File: src/rtl/uart_fc_pkg.sv
package uart_fc_pkg;

    localparam int BYTE_W = 8;

    localparam logic [BYTE_W-1:0] CHAR_RESUME = 8'h11;
    localparam logic [BYTE_W-1:0] CHAR_PAUSE  = 8'h13;

    typedef enum logic [1:0] {
        SRC_DATA  = 2'd0,
        SRC_XON   = 2'd1,
        SRC_XOFF  = 2'd2
    } src_e;

    typedef struct packed {
        logic              vld;
        src_e              src;
        logic [BYTE_W-1:0] byte_q;
    } offer_t;

    function automatic logic is_flow_char(logic [BYTE_W-1:0] b);
        return (b == CHAR_RESUME) || (b == CHAR_PAUSE);
    endfunction

    function automatic logic [BYTE_W-1:0] char_of(src_e s, logic [BYTE_W-1:0] payload);
        case (s)
            SRC_XON:  return CHAR_RESUME;
            SRC_XOFF: return CHAR_PAUSE;
            default:  return payload;
        endcase
    endfunction

endpackage

File: src/rtl/fc_cts_sync.sv
module fc_cts_sync #(
    parameter int STAGES = 2
) (
    input  logic clk,
    input  logic rst,
    input  logic cts_async,
    output logic cts_sync
);
    logic [STAGES-1:0] chain;

    for (genvar i = 0; i < STAGES; i++) begin : g_stage
        if (i == 0) begin : g_first
            always_ff @(posedge clk) begin
                if (rst) chain[0] <= 1'b0;
                else     chain[0] <= cts_async;
            end
        end else begin : g_next
            always_ff @(posedge clk) begin
                if (rst) chain[i] <= 1'b0;
                else     chain[i] <= chain[i-1];
            end
        end
    end

    assign cts_sync = chain[STAGES-1];

endmodule

File: src/rtl/fc_rx_filter.sv
module fc_rx_filter import uart_fc_pkg::*; (
    input  logic              clk,
    input  logic              rst,
    input  logic              sw_mode,
    input  logic [BYTE_W-1:0] rx_in_data,
    input  logic              rx_in_valid,
    output logic [BYTE_W-1:0] rx_out_data,
    output logic              rx_out_valid,
    output logic              remote_paused
);
    logic strip_now;

    assign strip_now = rx_in_valid && sw_mode && is_flow_char(rx_in_data);

    always_ff @(posedge clk) begin
        if (rst) begin
            rx_out_valid  <= 1'b0;
            rx_out_data   <= '0;
            remote_paused <= 1'b0;
        end else begin
            rx_out_valid <= 1'b0;
            if (strip_now) begin
                remote_paused <= (rx_in_data == CHAR_PAUSE);
            end else if (rx_in_valid) begin
                rx_out_valid <= 1'b1;
                rx_out_data  <= rx_in_data;
            end
        end
    end

    // pacing characters are removed in software mode
    p_strip_r4: assert property (@(posedge clk) disable iff (rst)
        rx_in_valid && sw_mode && is_flow_char(rx_in_data) |=> !rx_out_valid);

    // everything else passes with one cycle of latency
    p_pass_r5: assert property (@(posedge clk) disable iff (rst)
        rx_in_valid && !(sw_mode && is_flow_char(rx_in_data))
        |=> rx_out_valid && rx_out_data == $past(rx_in_data));

    p_pause_r3: assert property (@(posedge clk) disable iff (rst)
        rx_in_valid && sw_mode && rx_in_data == CHAR_PAUSE |=> remote_paused);

    p_resume_r3: assert property (@(posedge clk) disable iff (rst)
        rx_in_valid && sw_mode && rx_in_data == CHAR_RESUME |=> !remote_paused);

    p_pause_hold_r3: assert property (@(posedge clk) disable iff (rst)
        !rx_in_valid |=> $stable(remote_paused));

endmodule

File: src/rtl/fc_level_watch.sv
module fc_level_watch #(
    parameter int LEVEL_W = 5,
    parameter int HI_MARK = 12,
    parameter int LO_MARK = 4
) (
    input  logic               clk,
    input  logic               rst,
    input  logic               sw_mode,
    input  logic [LEVEL_W-1:0] rx_level,
    input  logic               take_xoff,
    input  logic               take_xon,
    output logic               need_xoff,
    output logic               need_xon
);
    localparam logic [LEVEL_W-1:0] HI_L = LEVEL_W'(HI_MARK);
    localparam logic [LEVEL_W-1:0] LO_L = LEVEL_W'(LO_MARK);

    logic throttled;

    assign need_xoff = sw_mode && !throttled && (rx_level >= HI_L);
    assign need_xon  = sw_mode &&  throttled && (rx_level <= LO_L);

    always_ff @(posedge clk) begin
        if (rst)            throttled <= 1'b0;
        else if (take_xoff) throttled <= 1'b1;
        else if (take_xon)  throttled <= 1'b0;
    end

    // once a pause has been loaded no second pause is requested
    p_single_pause_r6: assert property (@(posedge clk) disable iff (rst)
        take_xoff |=> !need_xoff);

    // a resume is only ever taken while a pause is outstanding
    p_resume_after_pause_r7: assert property (@(posedge clk) disable iff (rst)
        take_xon |-> throttled);

endmodule

File: src/rtl/fc_tx_arbiter.sv
module fc_tx_arbiter import uart_fc_pkg::*; (
    input  logic              clk,
    input  logic              rst,
    input  logic              sw_mode,
    input  logic              cts_ok,
    input  logic              remote_paused,
    input  logic              need_xoff,
    input  logic              need_xon,
    input  logic [BYTE_W-1:0] in_data,
    input  logic              in_valid,
    output logic              in_ready,
    output logic [BYTE_W-1:0] tx_data,
    output logic              tx_valid,
    input  logic              tx_ready,
    output logic              take_xoff,
    output logic              take_xon
);
    offer_t offer_q;
    logic   slot_free;
    logic   gate_open;

    assign slot_free = !offer_q.vld;
    assign gate_open = sw_mode ? !remote_paused : cts_ok;
    assign take_xoff = slot_free && need_xoff;
    assign take_xon  = slot_free && !need_xoff && need_xon;
    assign in_ready  = slot_free && !need_xoff && !need_xon && gate_open;

    always_ff @(posedge clk) begin
        if (rst) begin
            offer_q <= '0;
        end else if (offer_q.vld) begin
            if (tx_ready) offer_q.vld <= 1'b0;
        end else if (take_xoff) begin
            offer_q <= '{vld: 1'b1, src: SRC_XOFF, byte_q: char_of(SRC_XOFF, in_data)};
        end else if (take_xon) begin
            offer_q <= '{vld: 1'b1, src: SRC_XON, byte_q: char_of(SRC_XON, in_data)};
        end else if (in_valid && in_ready) begin
            offer_q <= '{vld: 1'b1, src: SRC_DATA, byte_q: in_data};
        end
    end

    assign tx_valid = offer_q.vld;
    assign tx_data  = offer_q.byte_q;

    // an offer is never withdrawn or altered before acceptance
    p_hold_r2: assert property (@(posedge clk) disable iff (rst)
        tx_valid && !tx_ready |=> tx_valid && $stable(tx_data));

    // hardware-mode payload loads only on a synchronized clear-to-send
    p_cts_gate_r1: assert property (@(posedge clk) disable iff (rst)
        $rose(tx_valid) && offer_q.src == SRC_DATA && !$past(sw_mode) |-> $past(cts_ok));

    // software-mode payload loads only while the far end is resumed
    p_remote_pause_r3: assert property (@(posedge clk) disable iff (rst)
        $rose(tx_valid) && offer_q.src == SRC_DATA && $past(sw_mode) |-> !$past(remote_paused));

    // a pending pause request wins the free slot
    p_ctrl_first_r8: assert property (@(posedge clk) disable iff (rst)
        !tx_valid && need_xoff |=> tx_valid && tx_data == CHAR_PAUSE);

    // hardware mode never injects pacing characters
    p_hw_quiet_r10: assert property (@(posedge clk) disable iff (rst)
        $rose(tx_valid) && !$past(sw_mode) |-> offer_q.src == SRC_DATA);

endmodule

File: src/rtl/uart_tx_flowctl.sv
module uart_tx_flowctl import uart_fc_pkg::*; #(
    parameter int LEVEL_W   = 5,
    parameter int HI_MARK   = 12,
    parameter int LO_MARK   = 4,
    parameter int CTS_FLOPS = 2
) (
    input  logic               clk,
    input  logic               rst,
    input  logic               sw_mode,
    input  logic               cts_async,
    input  logic [7:0]         in_data,
    input  logic               in_valid,
    output logic               in_ready,
    output logic [7:0]         tx_data,
    output logic               tx_valid,
    input  logic               tx_ready,
    input  logic [7:0]         rx_in_data,
    input  logic               rx_in_valid,
    output logic [7:0]         rx_out_data,
    output logic               rx_out_valid,
    input  logic [LEVEL_W-1:0] rx_level
);
    logic cts_ok;
    logic remote_paused;
    logic need_xoff, need_xon;
    logic take_xoff, take_xon;

    fc_cts_sync #(.STAGES(CTS_FLOPS)) u_sync (
        .clk       (clk),
        .rst       (rst),
        .cts_async (cts_async),
        .cts_sync  (cts_ok)
    );

    fc_rx_filter u_filter (
        .clk           (clk),
        .rst           (rst),
        .sw_mode       (sw_mode),
        .rx_in_data    (rx_in_data),
        .rx_in_valid   (rx_in_valid),
        .rx_out_data   (rx_out_data),
        .rx_out_valid  (rx_out_valid),
        .remote_paused (remote_paused)
    );

    fc_level_watch #(
        .LEVEL_W (LEVEL_W),
        .HI_MARK (HI_MARK),
        .LO_MARK (LO_MARK)
    ) u_watch (
        .clk       (clk),
        .rst       (rst),
        .sw_mode   (sw_mode),
        .rx_level  (rx_level),
        .take_xoff (take_xoff),
        .take_xon  (take_xon),
        .need_xoff (need_xoff),
        .need_xon  (need_xon)
    );

    fc_tx_arbiter u_arb (
        .clk           (clk),
        .rst           (rst),
        .sw_mode       (sw_mode),
        .cts_ok        (cts_ok),
        .remote_paused (remote_paused),
        .need_xoff     (need_xoff),
        .need_xon      (need_xon),
        .in_data       (in_data),
        .in_valid      (in_valid),
        .in_ready      (in_ready),
        .tx_data       (tx_data),
        .tx_valid      (tx_valid),
        .tx_ready      (tx_ready),
        .take_xoff     (take_xoff),
        .take_xon      (take_xon)
    );

    // no offer and no received strobe in the cycle after reset
    p_reset_idle_r9: assert property (@(posedge clk)
        $past(rst) |-> !tx_valid && !rx_out_valid);

endmodule

File: config.mk
export PLATFORM = sky130hd
export DESIGN_NAME = uart_tx_flowctl
export DESIGN_NICKNAME = d
export VERILOG_FILES = /design/src/rtl/uart_fc_pkg.sv /design/src/rtl/fc_cts_sync.sv /design/src/rtl/fc_rx_filter.sv /design/src/rtl/fc_level_watch.sv /design/src/rtl/fc_tx_arbiter.sv /design/src/rtl/uart_tx_flowctl.sv
export SDC_FILE = /design/constraint.sdc
export NUM_CORES = 1
export LEC_CHECK = 0
export ABC_AREA = 1
export CORE_MARGIN = 3
export CORE_UTILIZATION = 43
export CTS_BUF_LIST = sky130_fd_sc_hd__clkbuf_8
export DETAILED_ROUTE_END_ITERATION = 10
export PLACE_DENSITY = 0.81
export SETUP_SLACK_MARGIN = 0.2
export SLEW_MARGIN = 20
export SYNTH_ARGS = -nofsm -noshare
export SYNTH_HDL_FRONTEND = slang
export SYNTH_HIERARCHICAL = 1
export SYNTH_SLANG_ARGS = --single-unit
File: constraint.sdc
create_clock -name clk -period 1.7 [get_ports clk]
set_input_delay 0.51 -clock clk [delete_from_list [all_inputs] [get_ports clk]]
set_output_delay 0.51 -clock clk [all_outputs]
set_load 0.05 [all_outputs]
# After elaboration in Yosys (flattened, before gate mapping)
# Index checks and enable logic that the tools add are counted.
classes:
  magnitude_cmp: 2
  eq_ne: 2
  muxes: 9
  bitwise_logic: 2
  n_reduce_logical: 23
op_table:
  columns: ["operator", "n"]
  rows:
  - ["11-bit 2-to-1 mux", 3]
  - ["8-bit by 5-bit equality test with 1-bit output (second input constant)", 2]
  - ["1-bit logical AND", 12]
  - ["1-bit 2-to-1 mux", 6]
  - ["5-bit by 4-bit >= comparator with 1-bit output (second input constant)", 1]
  - ["5-bit by 3-bit <= comparator with 1-bit output (second input constant)", 1]
  - ["1-bit logical NOT", 5]
  - ["2-bit AND reduction", 2]
  - ["3-bit nonzero test", 1]
  - ["1-bit inverter", 2]
  - ["2-bit nonzero test", 1]
  - ["2-bit OR reduction", 1]
  - ["1-bit logical OR", 1]
word_totals:
  ff_bits: 22
  in_bits: 28
  out_inout_bits: 19
  wordCells: 46

# Logic depth before layout (Yosys ltp)
logic_depth:
  ltp_word: 12
  depth_mapped: 12
  ltp_nobuf: 12

# Cells and area by module
# Netlist, hierarchy kept.
modules_own_cells:
  columns: ["module", "instances", "cells_each", "area_each_um2", "seq_area_each_um2"]
  rows:
  - ["fc_tx_arbiter", 1, 65, 493.0, 180.2]
  - ["fc_rx_filter", 1, 66, 484.2, 200.2]
  - ["fc_level_watch", 1, 17, 85.1, 20.0]
  - ["fc_cts_sync", 1, 6, 55.1, 40.0]

# Worst setup path after synthesis
# No wires, ideal clock.
synth_path:
  kind: "input-to-output"
  from: "in rx_level[2]"
  to: "out in_ready"
  t_arrival_ps: 1207
  t_required_ps: 1190
  slack_ps: -17
  stages: 5
  path_buffers: 0
  path_cell_list: "a21oi_1 > nor2_1 > nor2_4 > nand2_4 > nor2_8"
synth_via:
  elab_chain_cells: 6
  word_cells_on_any_way: 9
  cone_classes: "2 x order compare; 7 x reduce/logical"
synth_rtl:
  columns: ["element", "line", "source"]
  rows:
  - ["from (decl)", "uart_tx_flowctl.sv:21", "input logic [LEVEL_W-1:0] rx_level"]
  - ["5-bit by 4-bit >= comparator with 1-bit output", "fc_level_watch.sv:20", "assign need_xoff = sw_mode && !throttled && (rx_level >= HI_L);"]
  - ["1-bit logical AND", "fc_level_watch.sv:20", null]
  - ["net need_xoff", "uart_tx_flowctl.sv:25", "logic need_xoff, need_xon;"]
  - ["1-bit logical NOT", "fc_tx_arbiter.sv:26", "assign in_ready = slot_free && !need_xoff && !need_xon && gate_open;"]
  - ["1-bit logical AND (3 in series)", "fc_tx_arbiter.sv:26", null]
  - ["to (decl)", "uart_tx_flowctl.sv:13", "output logic in_ready,"]
# The timed path passes the listed nets, and every way through them passes these cells.

# Worst setup path after layout
layout_path:
  from: "in rx_level[2]"
  to: "reg u_arb.offer_q, in the netlist u_arb/tx_data[1]"
layout_via:
  word_cells_on_any_way: 16
  cone_classes: "2 x order compare; 2 x mux; 12 x reduce/logical"
layout_rtl:
  columns: ["element", "line", "source"]
  rows:
  - ["5-bit by 3-bit <= comparator with 1-bit output (*)", "fc_level_watch.sv:21", "assign need_xon = sw_mode && throttled && (rx_level <= LO_L);"]
  - ["1-bit logical AND (*)", "fc_level_watch.sv:21", null]
  - ["net need_xon", "uart_tx_flowctl.sv:25", null]
  - ["1-bit logical NOT", "fc_tx_arbiter.sv:26", null]
  - ["1-bit logical AND (2 in series)", "fc_tx_arbiter.sv:26", null]
  - ["1-bit logical AND", "fc_tx_arbiter.sv:37", "end else if (in_valid && in_ready) begin"]
  - ["3-bit nonzero test (no source line)", null, null]
  - ["2-bit AND reduction (no source line)", null, null]
  - ["to (signal assigned)", "fc_tx_arbiter.sv:34", "offer_q <= '{vld: 1'b1, src: SRC_XOFF, byte_q: char_of(SRC_XOFF, in_data)};"]
  - ["to (signal assigned)", "fc_tx_arbiter.sv:36", "offer_q <= '{vld: 1'b1, src: SRC_XON, byte_q: char_of(SRC_XON, in_data)};"]
  - ["to (signal assigned)", "fc_tx_arbiter.sv:38", "offer_q <= '{vld: 1'b1, src: SRC_DATA, byte_q: in_data};"]
  - ["to (decl)", "fc_tx_arbiter.sv:18", "offer_t offer_q;"]
# Mark *: on every way through the listed nets, which the timed path passes. The rest lies on a longest branch.
# A chain may end at the register's enable or synchronous reset.

==> out/metrics.yaml <==
outcome:
  outcome: "finished with violations"
  violations: "negative setup slack"
synthesis:
  yosysWarnings: 6
  synthArstFlopShare_pct: 0
  synthXorXnorAreaFrac_pct: 0
  synthAdderAreaFrac_pct: 0
  ys_types: 23
  avgSynthCellArea_um2: 7.26
  synth-compound-area-share_pct: 10.2
  syn_nets: 182
  synth_top_area_share_pct: 39.4
  netlist_top_cells_area: "dfxtp_1 (39%), inv_1 (9.4%), nor2_1 (8.7%)"
  syn_inst: 154
  ys_seq_area_share_pct: 39.4
  synth_top_flop_cell: "dfxtp_1"
  synthMuxAreaShare_pct: 0
  synth_top_family_by_area: "simple AND/OR/NAND/NOR gates"
  synthSimpleGateAreaFrac_pct: 36.6
  synth_enable_flop_cells: 0
  synth_area_um2: 1120
  yosys.area.top_type: "dfxtp_1"
  synth-seq-cells: 22
power_and_ir_drop:
  leakage_uw: 0.00102
  power_density_nw_per_um2: 722
  power_uw: 1560
  peakVddDrop_v: 0.000717
placement:
  place.gp.congestion: 0.787
  dp_hpwl_um: 2500
  post-place-ws_ns: -0.568
  portBuffers: 46
  placed_cells: 238
timing:
  setup_slack_ns: -0.100
  finalHoldViolations: 0
  slew_headroom_pct: 80.9
  finalSetupViolations: 7
  max_freq_mhz: 556
  tightest_slew_ns: 0.286
  min_period_ns: 1.80
  finClkSkew_ns: 0.00574
  finalCritPeriodShare_pct: 106
  rsz0062_at_grt: "yes"
  drv_slew: 0
setup_path:
  r2r-start: "u_watch/throttled"
  cp-startpoint: "rx_level[2]"
  endpoint: "u_arb/tx_data[1]"
  cp-end-kind: "register"
  critPathKind: "in -> reg"
  critPathMaxFanout: 6
  crit_required_ns: 1.85
  r2r_setup_slack_ns: -0.07
  worstReg2RegEnd: "u_arb/tx_data[1]"
  r2r_cells: 15
  crit_arrival_ns: 1.95
  start_kind: "input pin"
global_routing:
  grt_pass1_wl_um: 5750
  antenna_found_initial: 0
  grt_overflow_total: 0
  grt_use_total_pct: 22.4
  grt_pass1_vias: 1280
  grt_max_degree: 17
final_layout:
  mostFrequentLayoutCells: "inv_1 (23), dfxtp_1 (21), nor2_1 (20)"
  layout_commonest_cell: "inv_1"
  finalNonFillerCells: 249
  nets: 251
  antenna_cells: 0
  drive_gt1_share_pct: 44.3
  area_growth_pct: 93.7
detailed_routing:
  avgRoutedWirePerCell_um: 19.3
  drtIter0Drc: 48
  vias_per_cell: 5.69
  post-route-drc-count: 0
  routed_wl_um: 4800
  vias: 1416
  ant_nets: 0
  first_pass_iters: 4
clock_tree:
  cts-root-buf: "clkbuf_8"
  cts_buffers: 3
  h-tree-depth: 1
  clock_latency_ns: 0.26
  cts_buffer_depth: 2
  path_clk_slew_ns: 0.07
  cts_tree: "built"
  cts.sinks: 22
flow_run:
  drv_cap: 0
floorplanning:
  rows: 17
  core_um2: 2340
  initial_utilization_pct: 47.8
  dieHeight_um: 57.0
  dieWidth_um: 57.0
  die_area_um2: 3250
  boundaryPins: 47
worst_hold_path:
  holdCritPathClass: "reg -> reg"
## power breakdown
group	internal [µW]	switching, µW
registers	553	45.2
logic	305	342
clock network	158	160
total	1020	547
## critical path: stages
cell and delay, ns:
buf_8 0.08, inv_1 0.04, nor2_1 0.20, nor2_4 0.06, inv_2 0.08, nand2_4 0.07
buf_6 0.12, buf_6 0.10, buf_6 0.10, buf_6 0.11, inv_4 0.04, nand3_4 0.12
nand2_2 0.11, nand2_1 0.07, inv_1 0.07, nor2_1 0.06
## timing repair
item | 4_1_cts | 5_1_grt
setup endpoints to repair | 21 | 19
gates resized for setup | 51 | 37
hold buffers | 0 | 0
gates cloned | 1 | 0
pin swaps | 13 | 15
setup buffers | 5 | 2
## synth_stat cells (2+ instances only)
| master | number |
|---|---|
| o21ai_2 | 2 |
| nand3_1 | 17 |
| inv_1 | 28 |
| nand2_2 | 2 |
| nand3_2 | 2 |
| nand2_1 | 20 |
| nor2_1 | 26 |
| nand2_4 | 2 |
| dfxtp_1 | 22 |
| nand3_4 | 2 |
| nand4_1 | 2 |
| nor2_4 | 2 |
| buf_6 | 2 |
| o21ai_0 | 2 |
| a21oi_1 | 15 |
## how the worst min path moves through the flow
stage | startpoint | to | slack (ns) | cells after the start
final | u_sync/chain[0] | u_sync/cts_sync | 0.43 | 2
after detailed placement | u_sync/chain[0] | u_sync/cts_sync | 0.41 | 2
after global routing | u_sync/chain[0] | u_sync/cts_sync | 0.43 | 2
after global placement | u_sync/chain[0] | u_sync/cts_sync | 0.40 | 2
after floorplan | u_sync/chain[0] | u_sync/cts_sync | 0.39 | 2
after CTS | u_sync/chain[0] | u_sync/cts_sync | 0.42 | 2
## metrics by stage
step	setup TNS [ns]	util [%]	cell area [µm²]	hold WS (ns)
floorplan	0	-	1130	0.388
global placement	-5.47	79.8	1870	0.405
detailed placement	-7.25	79.8	1870	0.412
CTS	-0.304	86.6	2030	0.425
global route	-0.743	92.5	2160	0.428
finish	-0.507	92.5	2160	0.434
## flip-flops by register name, summed over array words and instances (netlist names)
register                flops
u_arb/tx_data               8
u_filter/rx_out_data        8
u_arb/tx_valid              1
u_filter/remote_paused      1
u_filter/rx_out_valid       1
u_sync/chain                1
u_sync/cts_sync             1
u_watch/throttled           1
## cell type report
| type | instances | area (µm²) |
|---|---|---|
| Clock buffer | 3 | 41.3 |
| Fill cell | 86 | 175 |
| Sequential cell | 22 | 442 |
| Inverter | 30 | 115 |
| Multi-Input combinational cell | 99 | 692 |
| Timing Repair Buffer | 67 | 840 |
| Tap cell | 28 | 35.0 |
## logic make-up after synthesis
logic type,Yosys count
buffers and inverters,34
AO/OA/AOI/OAI,21
AND/OR/NAND/NOR,77
flip-flops,22
## routing by layer
metal	GRT usage [%]	vias up	share of wire, %
met5	0	-	0
met4	8.61	0	4.6
met3	4.98	30	8.6
met2	43.4	109	52
met1	23.0	657	35
li1	-	620	-
(Power assumes the default switching activity.)
